==> src/rtl/serial_audio_rx.sv <==
module serial_audio_rx #(
  parameter int OW    = 20,
  parameter int SLOTS = 32
) (
  input  logic          clk,
  input  logic          rst_n,
  input  logic          bclk_in,
  input  logic          lrck_in,
  input  logic [1:0]    sd_in,
  input  logic [1:0]    fmt,
  input  logic [1:0]    wlen,
  input  logic          ratio64,
  output logic [OW-1:0] ch0_left,
  output logic [OW-1:0] ch0_right,
  output logic [OW-1:0] ch1_left,
  output logic [OW-1:0] ch1_right,
  output logic          valid,
  output logic          config_error
);
  localparam int SW  = $clog2(SLOTS);
  localparam int SW1 = SW + 1;
  localparam logic [SW1-1:0] NSLOT = SW1'(SLOTS);
  localparam logic [SW-1:0]  TOP   = SW'(SLOTS - 1);

  logic [2:0] bq;
  logic [1:0] lq, dq0, dq1;
  logic rise, lr, b0, b1;
  logic seen, lr_prev, aligned, left_ok;
  logic [SW-1:0] slot, cur_slot;
  logic [SW1-1:0] wbits, start, last, cur_w;
  logic [OW-1:0] sh0, sh1, hold0, hold1, nx0, nx1, w0, w1;
  logic first, capture, done, is_left;

  function automatic logic [OW-1:0] sext(input logic [OW-1:0] x, input logic [SW1-1:0] n);
    logic signed [OW-1:0] t;
    t = signed'(x << (OW - int'(n)));
    return t >>> (OW - int'(n));
  endfunction

  always_ff @(posedge clk) begin
    if (!rst_n) begin
      bq <= '0; lq <= '0; dq0 <= '0; dq1 <= '0;
    end else begin
      bq  <= {bq[1:0], bclk_in};
      lq  <= {lq[0], lrck_in};
      dq0 <= {dq0[0], sd_in[0]};
      dq1 <= {dq1[0], sd_in[1]};
    end
  end

  assign rise = bq[1] & ~bq[2];
  assign lr   = lq[1];
  assign b0   = dq0[1];
  assign b1   = dq1[1];

  assign config_error = (fmt == 2'b11) || (wlen == 2'b11) ||
                        (!ratio64 && (fmt != 2'b00 || wlen != 2'b00));

  assign first    = seen && (lr != lr_prev);
  assign cur_slot = first ? '0 : (slot == TOP) ? slot : slot + 1'b1;
  assign cur_w    = {1'b0, cur_slot};
  assign wbits    = (wlen == 2'b00) ? SW1'(16) : (wlen == 2'b01) ? SW1'(18) : SW1'(20);
  assign start    = (fmt == 2'b10) ? SW1'(1) : (fmt == 2'b01) ? NSLOT - wbits : '0;
  assign last     = start + wbits - 1'b1;
  assign capture  = rise && (aligned || first) && (cur_w >= start) && (cur_w <= last);
  assign done     = capture && (cur_w == last);
  assign is_left  = (fmt == 2'b10) ? ~lr : lr;
  assign nx0      = (cur_w == start) ? OW'(b0) : {sh0[OW-2:0], b0};
  assign nx1      = (cur_w == start) ? OW'(b1) : {sh1[OW-2:0], b1};
  assign w0       = sext(nx0, wbits);
  assign w1       = sext(nx1, wbits);

  always_ff @(posedge clk) begin
    if (!rst_n) begin
      seen <= 1'b0; lr_prev <= 1'b0; aligned <= 1'b0; left_ok <= 1'b0;
      slot <= '0; sh0 <= '0; sh1 <= '0; hold0 <= '0; hold1 <= '0;
      ch0_left <= '0; ch0_right <= '0; ch1_left <= '0; ch1_right <= '0;
      valid <= 1'b0;
    end else begin
      valid <= 1'b0;
      if (rise) begin
        seen    <= 1'b1;
        lr_prev <= lr;
        slot    <= cur_slot;
        if (first) aligned <= 1'b1;
      end
      if (capture) begin
        sh0 <= nx0;
        sh1 <= nx1;
      end
      if (done) begin
        if (is_left) begin
          hold0   <= w0;
          hold1   <= w1;
          left_ok <= 1'b1;
        end else begin
          left_ok <= 1'b0;
          if (left_ok && !config_error) begin
            ch0_left  <= hold0;
            ch0_right <= w0;
            ch1_left  <= hold1;
            ch1_right <= w1;
            valid     <= 1'b1;
          end
        end
      end
    end
  end

  a_r7_single_pulse: assert property (@(posedge clk) disable iff (!rst_n)
    valid |=> !valid);
  a_r6_no_strobe_on_error: assert property (@(posedge clk) disable iff (!rst_n)
    valid |-> $past(!config_error));
  a_r7_follows_bit_edge: assert property (@(posedge clk) disable iff (!rst_n)
    valid |-> $past(bq[1] && !bq[2]));
  a_r8_only_when_aligned: assert property (@(posedge clk) disable iff (!rst_n)
    valid |-> aligned);
  a_r7_hold_between: assert property (@(posedge clk) disable iff (!rst_n)
    !valid |-> ($stable(ch0_left) && $stable(ch0_right) && $stable(ch1_left) && $stable(ch1_right)));
endmodule

==> config.mk <==
export PLATFORM = sky130hd
export DESIGN_NAME = serial_audio_rx
export DESIGN_NICKNAME = d
export VERILOG_FILES = /design/src/rtl/serial_audio_rx.sv
export SDC_FILE = /design/constraint.sdc
export NUM_CORES = 1
export LEC_CHECK = 0
export BUFFER_PORTS_ARGS = -buffer_cell sky130_fd_sc_hd__buf_2
export CAP_MARGIN = 30
export CORE_ASPECT_RATIO = 1.25
export CORE_MARGIN = 1
export CORE_UTILIZATION = 40
export DETAILED_ROUTE_END_ITERATION = 6
export PLACE_DENSITY = 0.58
export SYNTH_ARGS = -nofsm -noshare
export SYNTH_HDL_FRONTEND = slang
export SYNTH_SLANG_ARGS = --single-unit
==> constraint.sdc <==
create_clock -name clk -period 5.65 [get_ports clk]
set_input_delay 0.565 -clock clk [delete_from_list [all_inputs] [get_ports clk]]
set_output_delay 0.565 -clock clk [all_outputs]
set_load 0.02 [all_outputs]
==> After elaboration in Yosys (flattened, before gate mapping) <==
Index checks and enable logic that the tools add are counted.
{ "classes": {"n_lt_le_gt_ge": 2, "muxes": 11, "add_sub_neg": 5, "shifts": 4, "n_reduce_logical": 20, "n_eq_ne": 9, "bitwise_logic": 6} }
{ "ops": {"columns": ["operator", "count"], "rows": [
  ["$shl 20x32->20", 2],
  ["$sshr 20x32->20", 2],
  ["$mux 20", 2],
  ["$eq 5x6->1", 2],
  ["$mux 6", 2],
  ["$mux 5", 2],
  ["$logic_and 1x1->1", 7],
  ["$add 6x5->6", 1],
  ["$eq 2x2->1 const B", 3],
  ["$ge 5x6->1", 1],
  ["$le 5x6->1", 1],
  ["$mux 3", 2],
  ["$sub 5x5->6 const A", 1],
  ["$sub 6x1->6 const B", 1],
  ["$sub 6x5->6 const A", 1],
  ["$add 5x1->5 const B", 1],
  ["$eq 5x5->1 const B", 1],
  ["$not 1->1", 5],
  ["$eq 2x1->1 const B", 2],
  ["$logic_or 1x1->1", 4],
  ["$reduce_and 2->1", 2],
  ["$reduce_bool 2->1", 2],
  ["$mux 1", 3],
  ["$reduce_and 3->1", 1],
  ["other kinds (5)", 6]
]} }
{ "word_totals": {"wordCells": 75, "out_inout_bits": 82, "register_bits": 177} }

==> Depth between registers and ports, before layout <==
Gate-level depths: netlist (run 1).
{ "logic_depth": {"ltp_word": 13, "ltp_mapped": 16} }

==> Worst setup path after synthesis (run 1) <==
OpenSTA, ideal clock, no wires.
{ "synth_timing": {"path_type": "in2reg", "startpoint": "in fmt[0]", "endpoint": "reg sh0[13]", "setup_ns": 0.072, "setup_slack_ns": 2.127, "cell_stages": 15, "arrival_ns": 3.452, "t_required_ns": 5.578, "path_cell_list": "nor2b_1 o21ai_0 ha_1 inv_1 ha_1 a21o_1 a21oi_1 xor2_1 ha_1 and3_1 a221oi_1 o21a_1 buf_4 buf_6 mux2i_1"} }
{ "synth_via": {"elab_chain_len": 7, "elab_cells_between_ends": 12, "cone_classes": "2 x add/sub; 2 x order compare; 3 x eq/ne; 3 x mux; 2 x reduce/logical"} }
{ "synth_lines": {"columns": ["element", "line_no", "source"], "rows": [
  ["from (decl)", "10", "input logic [1:0] fmt,"],
  ["$eq 2x1->1", "63", "assign start = (fmt == 2'b10) ? SW1'(1) : (fmt == 2'b01) ? NSLOT - wbits : '0;"],
  ["$mux 6", "63", null],
  ["$mux 6 (*)", "63", null],
  ["$add 6x5->6", "64", "assign last = start + wbits - 1'b1;"],
  ["$sub 6x1->6", "64", null],
  ["$le 5x6->1", "65", "assign capture = rise && (aligned || first) && (cur_w >= start) && (cur_w <= last);"],
  ["$logic_and 1x1->1", "65", null],
  ["to (signal assigned)", "88", "sh0 <= nx0;"],
  ["to (decl)", "31", "logic [OW-1:0] sh0, sh1, hold0, hold1, nx0, nx1, w0, w1;"]
]} }
Every way passes the cells marked *; elsewhere a longest branch is shown, timed or not.
A chain may end at the register's enable or synchronous reset.

==> Worst setup path in the final report (run 1) <==
{ "layout_timing": {"startpoint": "in fmt[0]", "endpoint": "reg ch1_right[11]"} }
{ "layout_via": {"elab_chain_len": 9, "elab_cells_between_ends": 27, "cone_classes": "2 x add/sub; 2 x order compare; 5 x eq/ne; 2 x shift; 4 x mux; 1 x bitwise; 11 x reduce/logical"} }
{ "layout_lines": {"columns": ["element", "line_no", "source"], "rows": [
  ["$eq 2x1->1", "63", null],
  ["$mux 6 (2 in a row)", "63", null],
  ["$add 6x5->6", "64", null],
  ["$sub 6x1->6", "64", null],
  ["$le 5x6->1", "65", null],
  ["$logic_and 1x1->1", "65", null],
  ["$logic_and 1x1->1", "66", "assign done = capture && (cur_w == last);"],
  ["$reduce_and 3->1 (no source line)", null, null],
  ["to (signal assigned)", "102", "ch1_right <= w1;"],
  ["to (decl)", "16", "output logic [OW-1:0] ch1_right,"]
]} }
Parallel ways exist; a longest one is shown, timed or not.

==> results of run 1 <==
## synthesized netlist by cell type (2+ instances only)
cell	count	area, sq um
a21boi_0	3	22.5
a21o_1	4	30.0
a21oi_1	12	60.1
and2_1	13	81.3
and3_1	2	12.5
buf_2	5	25.0
buf_6	11	124
clkbuf_1	27	101
dfxtp_1	177	3540
ha_1	14	175
inv_1	8	30.0
mux2i_1	161	1610
nand2_1	210	788
nand2b_1	6	37.5
nand3_1	5	25.0
nor2_1	9	33.8
nor2b_1	9	56.3
o21a_1	2	15.0
o21ai_0	10	50.1
o21ai_1	2	10.0
xnor2_1	3	26.3
xor2_1	4	35.0
## worst max-delay path by stage
stage | start | to | slack [ns] | depth (start not counted)
2_1_floorplan | fmt[0] | sh0[13] | 2.13 | 15
3_3_place_gp | fmt[0] | ch1_right[16] | 1.22 | 16
3_5_place_dp | fmt[0] | ch1_left[12] | 0.99 | 16
4_1_cts | fmt[0] | ch1_right[11] | 1.40 | 16
5_1_grt | fmt[0] | ch1_right[11] | 1.14 | 16
6_report | fmt[0] | ch1_right[11] | 1.37 | 16
## where the power goes
group / switching (mW) / total [mW] / internal (mW)
logic: 0.0585 / 0.0834 / 0.0249
registers: 0.00184 / 1.25 / 1.25
clock network: 0.460 / 1.13 / 0.674
total: 0.520 / 2.47 / 1.95
## state kept, by name, summed over array words and instances, names as in the netlist, 3 cells and up
name,count
ch0_left,20
ch1_right,20
sh0,19
sh1,19
bq,3
hold1,20
slot,5
ch0_right,20
hold0,20
ch1_left,20
## worst max-delay path, stage by stage
cell     delay [ns]
buf_2          0.12
nor2b_1        0.37
o21ai_0        0.22
ha_1           0.34
inv_1          0.08
ha_1           0.30
a21o_1         0.18
a21oi_1        0.18
xor2_1         0.10
ha_1           0.31
and3_1         0.18
nand3_1        0.10
nor2b_1        0.33
nand3_4        0.55
buf_12         0.46
mux2i_1        0.16
## metrics by stage
step           std cells  hold slack [ns]  setup slack (ns)  power [mW]
6_report            1014            0.362              1.37        2.47
5_1_grt             1014            0.349              1.14        2.56
4_1_cts             1014            0.347              1.40        2.50
3_5_place_dp         982            0.427             0.995        1.36
3_3_place_gp         982            0.417              1.22        1.36
2_1_floorplan        710            0.412              2.13        1.34
## cell families (layout without fill, tap and decap cells)
| group | Yosys count | count (layout) |
|---|---|---|
| simple gates | 256 | 256 |
| flops | 177 | 177 |
| mux | 161 | 161 |
| buf+inv | 53 | 137 |
| compound gates | 41 | 41 |
| fa+ha+maj | 15 | 15 |
| xor+xnor | 7 | 7 |
## layout make-up
class                   instances  area, sq um
fillers                      1654         8830
flip-flops and latches        177         3540
multi-input cells             480         3210
repair buffers                 96          505
clock buffers                  23          468
well taps                     220          275
clock inverters                 9          108
inverters                       9         33.8
## routing by layer
layer	part of all wire [%]	vias up	routed length, microns
li1	-	2499	-
met1	45	2353	6310
met2	47	105	6580
met3	4.9	22	674
met4	2.2	0	306
met5	0	-	0
==> impl_results.md, run 1 <==
- Worst Tran Pin Value: 0.916 ns
- Number of synthesized flops with an enable pin: 0
- Critical Path End Type: flip-flop
- Routed WL: 13.9 mm
- Worst Path Arrival: 4.56 ns
- Total global routing overflow: 0
- Max Cap Violations: 0
- Worst-path clk slew: 0.06 ns
- Number of clock sinks: 177
- CTS buffer count: 17
- Syn Nets: 736
- Hold_buf cts: 0
- Post-synthesis sequential area ratio: 50.4%
- Post-synthesis simple-gate area fraction: 14.9%
- Rows: 53
- Asr flop ratio synth: 0%
- Setup TNS: 0 ns
- Post-Place Cell Area: 7570 sq um
- Worst path required time: 5.94 ns
- Gpl congestion: 0.845
- Iteration-0 DRC Markers: 258
- CP Class: in -> reg
- Synth Area in Compound Gates: 3.95%
- Fin util: 48.0%
- Initial Util: 41.4%
- Global-route usage over all layers: 16.1%
- PwrDens: 303 nW/um^2
- Final hold violations: 0
- Final period utilization: 75.7%
- WHS Path Cells: 2
- Routing usage on met1: 19.1%
- WHS Endpoint: dq1[0]
- Routing usage on met2: 27.2%
- Fin area: 8140 sq um
- Static leakage: 4.00 nW
- Syn_area_per_cell: 9.90 sq um
- IO Port Bufs: 92
- Met3 usage: 4.28%
- Post-synthesis cell area: 7030 sq um
- DR vias/cell: 4.91
- Root Buffer: clkbuf_16
- Chip Width: 121 microns
- Largest net degree at the start of global routing: 96
- Post-synthesis adder-cell area fraction: 2.78%
- Relative slew slack: 39.0%
- Antenna Nets Post-Route: 0
- Layout cells sized above 1: 16.4%
- DRT Pass-1 Iters: 4
- Die area: 18,100 sq um
- Post-CTS sizing: 0
- GRT busiest layer: met2
- Placeable Area: 17,000 sq um
- Setup bufs post-CTS: 0
- Reg-to-reg startpoint: slot[0]
- H-tree depth: 4
- Warnings from Yosys: 0
- Vias in the first global route: 4,863
- Status: finished clean
- IO Pins: 93
- Dpl hpwl: 9.00 mm
- DRC violations left: 0
- Worst reg2reg setup slack: 2.04 ns
- Post-synth cell types: 35
- Worst reg2reg endpoint: ch1_right[11]
- CP Launch Type: input pin
- Syn-to-layout area delta: 15.8%
- Mux cell area share after synthesis: 22.9%
- Final setup viols: 0
- Ys flop type: dfxtp_1
- CTS tree: done
- Number of diodes: 0
- Die Span Y: 150 microns
- Largest family of logic cells by synthesized area: multiplexers
- IR drop worst, VDD: 0.197 mV
- HP Class: in -> reg
- RSZ-0062 raised after global routing: false
- Commonest non-fill, non-tap cell in the layout: nand2_1
- Crit-path max FO: 49
- Worst reg2reg path depth: 11
- Initial antenna violation count: 0
- CTS Buffer Depth: 2
- Drt wl/cell: 13.7 microns
- First-pass GRT wire length: 23.2 mm
- Tmin final: 4.28 ns
- Fmax: 0.234 GHz
- Vias post-DR: 4,979
- Worst Skew: 0.00745 ns
- Hold path startpoint: sd_in[1]
- Mapped Cells: 710
- Yosys reg bits: 177
- Nets: 807
- Final Slew Violations: 0
- Commonest non-fill, non-tap cells in the layout: nand2_1, dfxtp_1, mux2i_1, buf_2, clkbuf_16
- Xor and xnor area share after synthesis: 0.872%
- Clock latency at the later pin of the worst-skew pair: 0.41 ns
Power figures use the tool's default switching activity.
==> run 2: changes to the inputs <==
- clock period: 5.65 -> 4.17 ns (I/O delays scaled with it)
==> run 2 against run 1 <==
Against the previous run:
- register-to-register slack worse by 1.0 ns
- first-iteration DRC count is 12% lower
- worst setup slack worse by 0.54 ns
- clock-buffer cell count stayed put
- hold slack worse by 0.16 ns
- largest cell class unchanged
- highest routed layer unchanged
==> impl_results.md, run 2 (synthesized netlist as in run 1, its figures left out) <==
- Final setup viols: 0 (unchanged)
- Fmax: 0.300 GHz
- Final period utilization: 80.0%
- Commonest non-fill, non-tap cells in the layout: nand2_1, dfxtp_1, mux2i_1, buf_2, clkbuf_16
- Critical path buffer and inverter count: 3 (unchanged)
- Iteration-0 DRC Markers: 226 (-12%)
- Setup TNS: 0 ns (unchanged)
- CP Launch Type: input pin
- Gpl congestion: 0.771 (-8.8%)
- Post-CTS sizing: 0 (unchanged)
- Worst-path clk slew: 0.06 ns (about the same)
- Worst Skew: 0.00727 ns (-0.000182 ns)
- CTS tree: done
- IO Port Bufs: 92 (unchanged)
- RSZ-0062 raised after global routing: false
- Status: finished clean
- Crit path depth: 16 (unchanged)
- Hold slack: 0.203 ns (-0.159 ns)
- IR drop worst, VDD: 0.226 mV (+15%)
- Worst path required time: 4.51 ns (-1.43 ns)
- Hold_buf cts: 0 (unchanged)
- Die Span Y: 150 microns (unchanged)
- HP Class: in -> reg
- Reg-to-reg startpoint: slot[0]
- Root Buffer: clkbuf_16
- Number of diodes: 0 (unchanged)
- Antenna Nets Post-Route: 0 (unchanged)
- Placeable Area: 17,000 sq um (unchanged)
- DRT Pass-1 Iters: 7 (+3)
- Worst Tran Pin Value: 0.949 ns (+0.0333 ns)
- IO Pins: 93 (unchanged)
- Critical Path End Type: flip-flop
- Clock latency at the later pin of the worst-skew pair: 0.42 ns (about the same)
- Setup bufs post-CTS: 0 (unchanged)
- Critical Path, Cell by Cell: buf_2 -> nor2b_1 -> o21ai_0 -> ha_1 -> inv_1 -> ha_1 -> a21o_1 -> a21oi_1 -> xor2_1 -> ha_1 -> and3_1 -> nand3_1 -> nor2b_1 -> nand3_4 -> buf_4 -> mux2i_1
- Drt wl/cell: 13.8 microns (+1.0%)
- Rows: 53 (unchanged)
- Die area: 18,100 sq um (unchanged)
- CP Class: in -> reg
- Vias in the first global route: 4,710 (-3.1%)
- Vias post-DR: 4,951 (-0.56%)
- CTS Buffer Depth: 2 (unchanged)
- Nets: 811 (+0.50%)
- Static leakage: 4.02 nW (+0.30%)
- Most frequent CP cell: ha_1
- Initial Util: 41.4% (unchanged)
- Tmin final: 3.33 ns
- Hold path startpoint: sd_in[1]
- Largest net degree at the start of global routing: 101 (+5.2%)
- Critical Path Slowest Stage Cell: buf_4
- Dpl hpwl: 9.24 mm (+2.7%)
- DR vias/cell: 4.88 (-0.66%)
- CTS buffer count: 17 (unchanged)
- Final Slew Violations: 0 (unchanged)
- Crit-path max FO: 46 (-6.1%)
- First-pass GRT wire length: 23.1 mm (-0.48%)
- Total global routing overflow: 0 (unchanged)
- Family with the most delay on the worst path: buffers and inverters
- Initial antenna violation count: 0 (unchanged)
- DRC violations left: 0 (unchanged)
- Relative slew slack: 36.7% (-2.2 points)
- Worst reg2reg path depth: 10 (-1)
- Worst Path Arrival: 3.68 ns (-0.88 ns)
- PwrDens: 409 nW/um^2 (+35%)
- Max Cap Violations: 0 (unchanged)
- Layout filler cell count: 1,618 (-2.2%)
- WHS Path Cells: 2 (unchanged)
- Routed WL: 14.0 mm (+1.1%)
- Layout cells sized above 1: 16.6% (+0.23 points)
- Number of clock sinks: 177 (unchanged)
- H-tree depth: 4 (unchanged)
- Syn-to-layout area delta: 16.1%
- Chip Width: 121 microns (unchanged)
- Global-route usage over all layers: 16.2% (+0.018 points)
- Origin of the worst setup path: fmt[0]
- Final hold violations: 0 (unchanged)
- Max incr delay on CP: 0.63 ns (+0.08 ns)
- Commonest non-fill, non-tap cell in the layout: nand2_1
## run 2: cell type report
type                    count  area (sq um)  share of cell area (%)
repair buffers            100           536                    6.56
multi-input cells         480          3210                    39.3
clock inverters             6          82.6                    1.01
flip-flops and latches    177          3540                    43.4
well taps                 220           275                    3.37
inverters                   9          33.8                   0.414
clock buffers              23           478                    5.86
## run 2: power by group
group          switching (mW)  internal, mW  total [mW]
Clock                   0.609         0.917        1.53
Sequential            0.00257          1.70        1.70
Combinational          0.0797        0.0350       0.115
## run 2: path summary, 6_finish.rpt
check | endpoint | slack [ns]
worst max-delay path | ch1_right[17] | 0.84
worst min-delay path | dq1[0] | 0.20
worst max register to register | ch1_right[17] | 1.00
worst min register to register | bq[1] | 0.43
## run 2: through the flow
stage	utilization [%]	setup WS, ns	cell area [sq um]	power (mW)	std cells
2_1_floorplan	-	0.795	7030	1.82	710
3_3_place_gp	44.8	0.522	7600	1.85	986
3_5_place_dp	44.8	0.415	7600	1.85	986
4_1_cts	48.1	0.849	8160	3.37	1015
5_1_grt	48.1	0.585	8160	3.47	1015
6_report	48.1	0.836	8160	3.34	1015
## run 2: per-layer routing
metal / track usage [%] / up-vias / part of all wire [%]
li1: - / 2499 / -
met1: 19.6 / 2339 / 45
met2: 26.9 / 92 / 48
met3: 4.47 / 21 / 4.9
met4: 6.73 / 0 / 1.7
met5: 0 / - / 0
## run 2: worst register-to-register path: stages (launching register included)
cell	delay, ns
dfxtp_1	0.40
ha_1	0.24
nand4_1	0.22
a21oi_1	0.38
ha_1	0.31
a21o_1	0.16
a21oi_1	0.20
a211oi_2	0.17
nand3_4	0.09
buf_4	0.63
mux2i_1	0.31
==> run 3: changes to the inputs <==
- ABC_AREA: default -> 1
- PLACE_DENSITY: 0.58 -> 0.6
- clock period: 4.17 -> 2.7 ns (I/O delays scaled with it)
==> run 3 against run 2 <==
Against the previous run:
- flip-flop and latch count stayed put
- global-route usage rose by 2.8 points
- hold slack lost 0.18 ns
- non-clock buffer count up 88
- highest routed layer unchanged
- clock-buffer cell count decreased by 5
==> impl_results.md, run 3 <==
- Top area cells in the synthesized netlist: dfxtp_1, nor2_1, nand2_1, inv_1, o21ai_0
- CTS Buffer Depth: 2 (unchanged)
- Largest family of logic cells by synthesized area: simple AND/OR/NAND/NOR gates
- Synth top cells by count: nor2_1, nand2_1, dfxtp_1
- Status: finished clean
- NetSw: 1.39 mW (+100%)
- Syn_area_per_cell: 6.66 sq um (-33%)
- Crit-path max FO: 7 (-85%)
- Commonest non-fill, non-tap cells in the layout: nand2_1, nor2_1, dfxtp_1, inv_1, buf_2
- Tmin final: 2.70 ns
- CTS tree: done
- Post-synthesis cell area: 7750 sq um (+10%)
- First-pass GRT wire length: 30.3 mm (+31%)
- IO Pins: 93 (unchanged)
- Antenna Nets Post-Route: 0 (unchanged)
- Layout cells sized above 1: 25.7% (+9.1 points)
- Root Buffer: clkbuf_16
- Chip Width: 127 microns (+4.9%)
- Synth Area in Compound Gates: 7.30% (+3.3 points)
- Final period utilization: 99.9%
- Fmax: 0.371 GHz
- Mapped Cells: 1,164 (+64%)
- PnR worst setup slack: 0.00262 ns (-0.833 ns)
- H-tree depth: 4 (unchanged)
- Placeable Area: 18,800 sq um (+11%)
- Hold slack: 0.0251 ns (-0.178 ns)
- Final setup viols: 0 (unchanged)
- Worst Path Arrival: 3.06 ns (-0.62 ns)
- CTS buffer count: 17 (unchanged)
- Worst Skew: 0.00831 ns (+0.00104 ns)
- Xor and xnor area share after synthesis: 0.565% (-0.31 points)
- Die area: 19,900 sq um (+10%)
- IR drop worst, VDD: 0.443 mV (+96%)
- Warnings from Yosys: 0 (unchanged)
- Dpl hpwl: 11.9 mm (+29%)
- Gpl congestion: 0.826 (+7.1%)
- Most frequent cell after synthesis: nor2_1
- Sequential share of power: 46.7% (-4.2 points)
- DRT Pass-1 Iters: 5 (-2)
- Post-synthesis adder-cell area fraction: 2.52% (-0.26 points)
- DRC violations left: 0 (unchanged)
- Syn-to-layout area delta: 35.9%
- Vias in the first global route: 6,169 (+31%)
- Worst Tran Pin Value: 0.430 ns (-0.519 ns)
- CP Class: reg -> reg
- Vias post-DR: 7,139 (+44%)
- Mux cell area share after synthesis: 0% (-23 points)
- Number of clock sinks: 177 (unchanged)
- Max Cap Violations: 0 (unchanged)
- Layout filler cell count: 1,824 (+13%)
- Clk network pwr share: 43.8% (-1.9 points)
- Nets: 1,334 (+64%)
- Worst reg2reg setup slack: 0.003 ns (-1.00 ns)
- Global-route usage over all layers: 18.9% (+2.8 points)
- RSZ-0062 raised after global routing: true
- Final Slew Violations: 0 (unchanged)
- Asr flop ratio synth: 0% (unchanged)
- Post-synthesis sequential area ratio: 45.7% (-4.7 points)
- Combinational share of power: 9.5% (+6.1 points)
- Post-synth cell types: 29 (-17%)
- Number of synthesized flops with an enable pin: 0 (unchanged)
- Initial antenna violation count: 0 (unchanged)
- Drt wl/cell: 12.9 microns (-6.5%)
- Synth area leader: dfxtp_1
- Critical Path End Type: flip-flop
- Ys flop type: dfxtp_1
- Number of diodes: 0 (unchanged)
- Final hold violations: 0 (unchanged)
- Relative slew slack: 71.2% (+34 points)
- Clock latency at the later pin of the worst-skew pair: 0.43 ns (about the same)
- Static leakage: 5.18 nW (+29%)
- Place WS: -0.417 ns (-0.832 ns)
- Internal: 4.24 mW (+60%)
- Area share of the largest cell type after synthesis: 45.7% (-4.7 points)
- PwrDens: 534 nW/um^2 (+31%)
- IO Port Bufs: 92 (unchanged)
- Total global routing overflow: 0 (unchanged)
- Die Span Y: 158 microns (+4.9%)
- DR vias/cell: 4.60 (-5.8%)
- Routed WL: 20.1 mm (+43%)
- HP Class: in -> reg
- Post-synthesis simple-gate area fraction: 32.9% (+18 points)
- Rows: 56 (+5.7%)
- Switching share of power: 24.6% (+3.9 points)
- Syn Nets: 1,190 (+62%)
- Yosys reg bits: 177 (unchanged)
- Iteration-0 DRC Markers: 567 (+150%)
- Largest net degree at the start of global routing: 73 (-28%)
- CP Launch Type: flip-flop
- Hold_buf cts: 0 (unchanged)
- Initial Util: 41.1% (-0.29 points)
- Worst-path clk slew: 0.07 ns (about the same)
- Worst path required time: 3.06 ns (-1.45 ns)
- Commonest non-fill, non-tap cell in the layout: nand2_1
[run 3: final timing paths]
kind	to	from	depth (start not counted)
worst max-delay path	ch1_left[11]	slot[1]	19
worst min-delay path	bq[0]	bclk_in	3
worst max register to register	ch1_left[11]	slot[1]	19
worst min register to register	bq[1]	bq[0]	2
[run 3: cell type report]
type	count	area [sq um]	area share, %
clock inverter	14	155	1.47
timing repair buffer	188	1730	16.4
multi-input combinational	778	3820	36.3
sequential	177	3550	33.7
tap	232	290	2.76
inverter	146	558	5.30
clock buffer	18	429	4.08
[run 3: logic make-up (layout without fill, tap and decap cells)]
group                    after synthesis  count (layout)
AND/OR/NAND/NOR                      649             649
buffers and inverters                209             366
flip-flops                           177             177
AO/OA/AOI/OAI                        109             109
adder cells (fa/ha/maj)               15              15
XOR/XNOR                               5               5
[run 3: power by group through the flow]
stage	sequential, mW	clock [mW]	combinational [mW]
final	2.63	2.46	0.534
after global routing	2.63	2.61	0.581
after CTS	2.63	2.51	0.407
after detailed placement	2.69	0	0.400
after global placement	2.69	0	0.397
after floorplan	2.69	0	0.256
[run 3: per-layer routing]
layer | vias up | GRT usage, % | wire length (microns)
met1 | 3177 | 26.9 | 9740
met4 | 0 | 5.28 | 206
met5 | - | 0 | 0
met3 | 15 | 3.45 | 747
met2 | 148 | 29.3 | 9370
li1 | 3799 | - | -
[run 3: per-stage QoR]
stage	instances	utilization, %	instance area [sq um]	total power, mW	setup TNS [ns]
after CTS	1532	51.3	9680	5.55	0
final	1553	55.9	10500	5.63	0
after floorplan	1164	-	7880	2.94	-11.30
after detailed placement	1491	47.1	8880	3.09	-51.99
after global placement	1491	47.1	8880	3.09	-46.38
after global routing	1553	55.9	10500	5.82	-8.35
[run 3: worst max-delay path, stage by stage, from the launching register on]
cell     delay [ns]
dfxtp_2        0.36
ha_4           0.15
nand3_4        0.09
nor2_4         0.13
inv_2          0.06
buf_6          0.13
nor2_4         0.12
nor2_4         0.06
ha_4           0.27
inv_2          0.03
nor2_2         0.10
nand3_2        0.09
nor2_4         0.14
nand4_1        0.15
nor2_4         0.16
buf_12         0.17
buf_12         0.14
buf_6          0.12
nor2_1         0.05
nor2_1         0.10
[run 3: repair_timing]
item	4_1_cts	5_1_grt
endpoints found under the setup margin	122	157
pin swaps	7	50
resized for setup	19	141
setup buffers	5	8
gates cloned	4	17
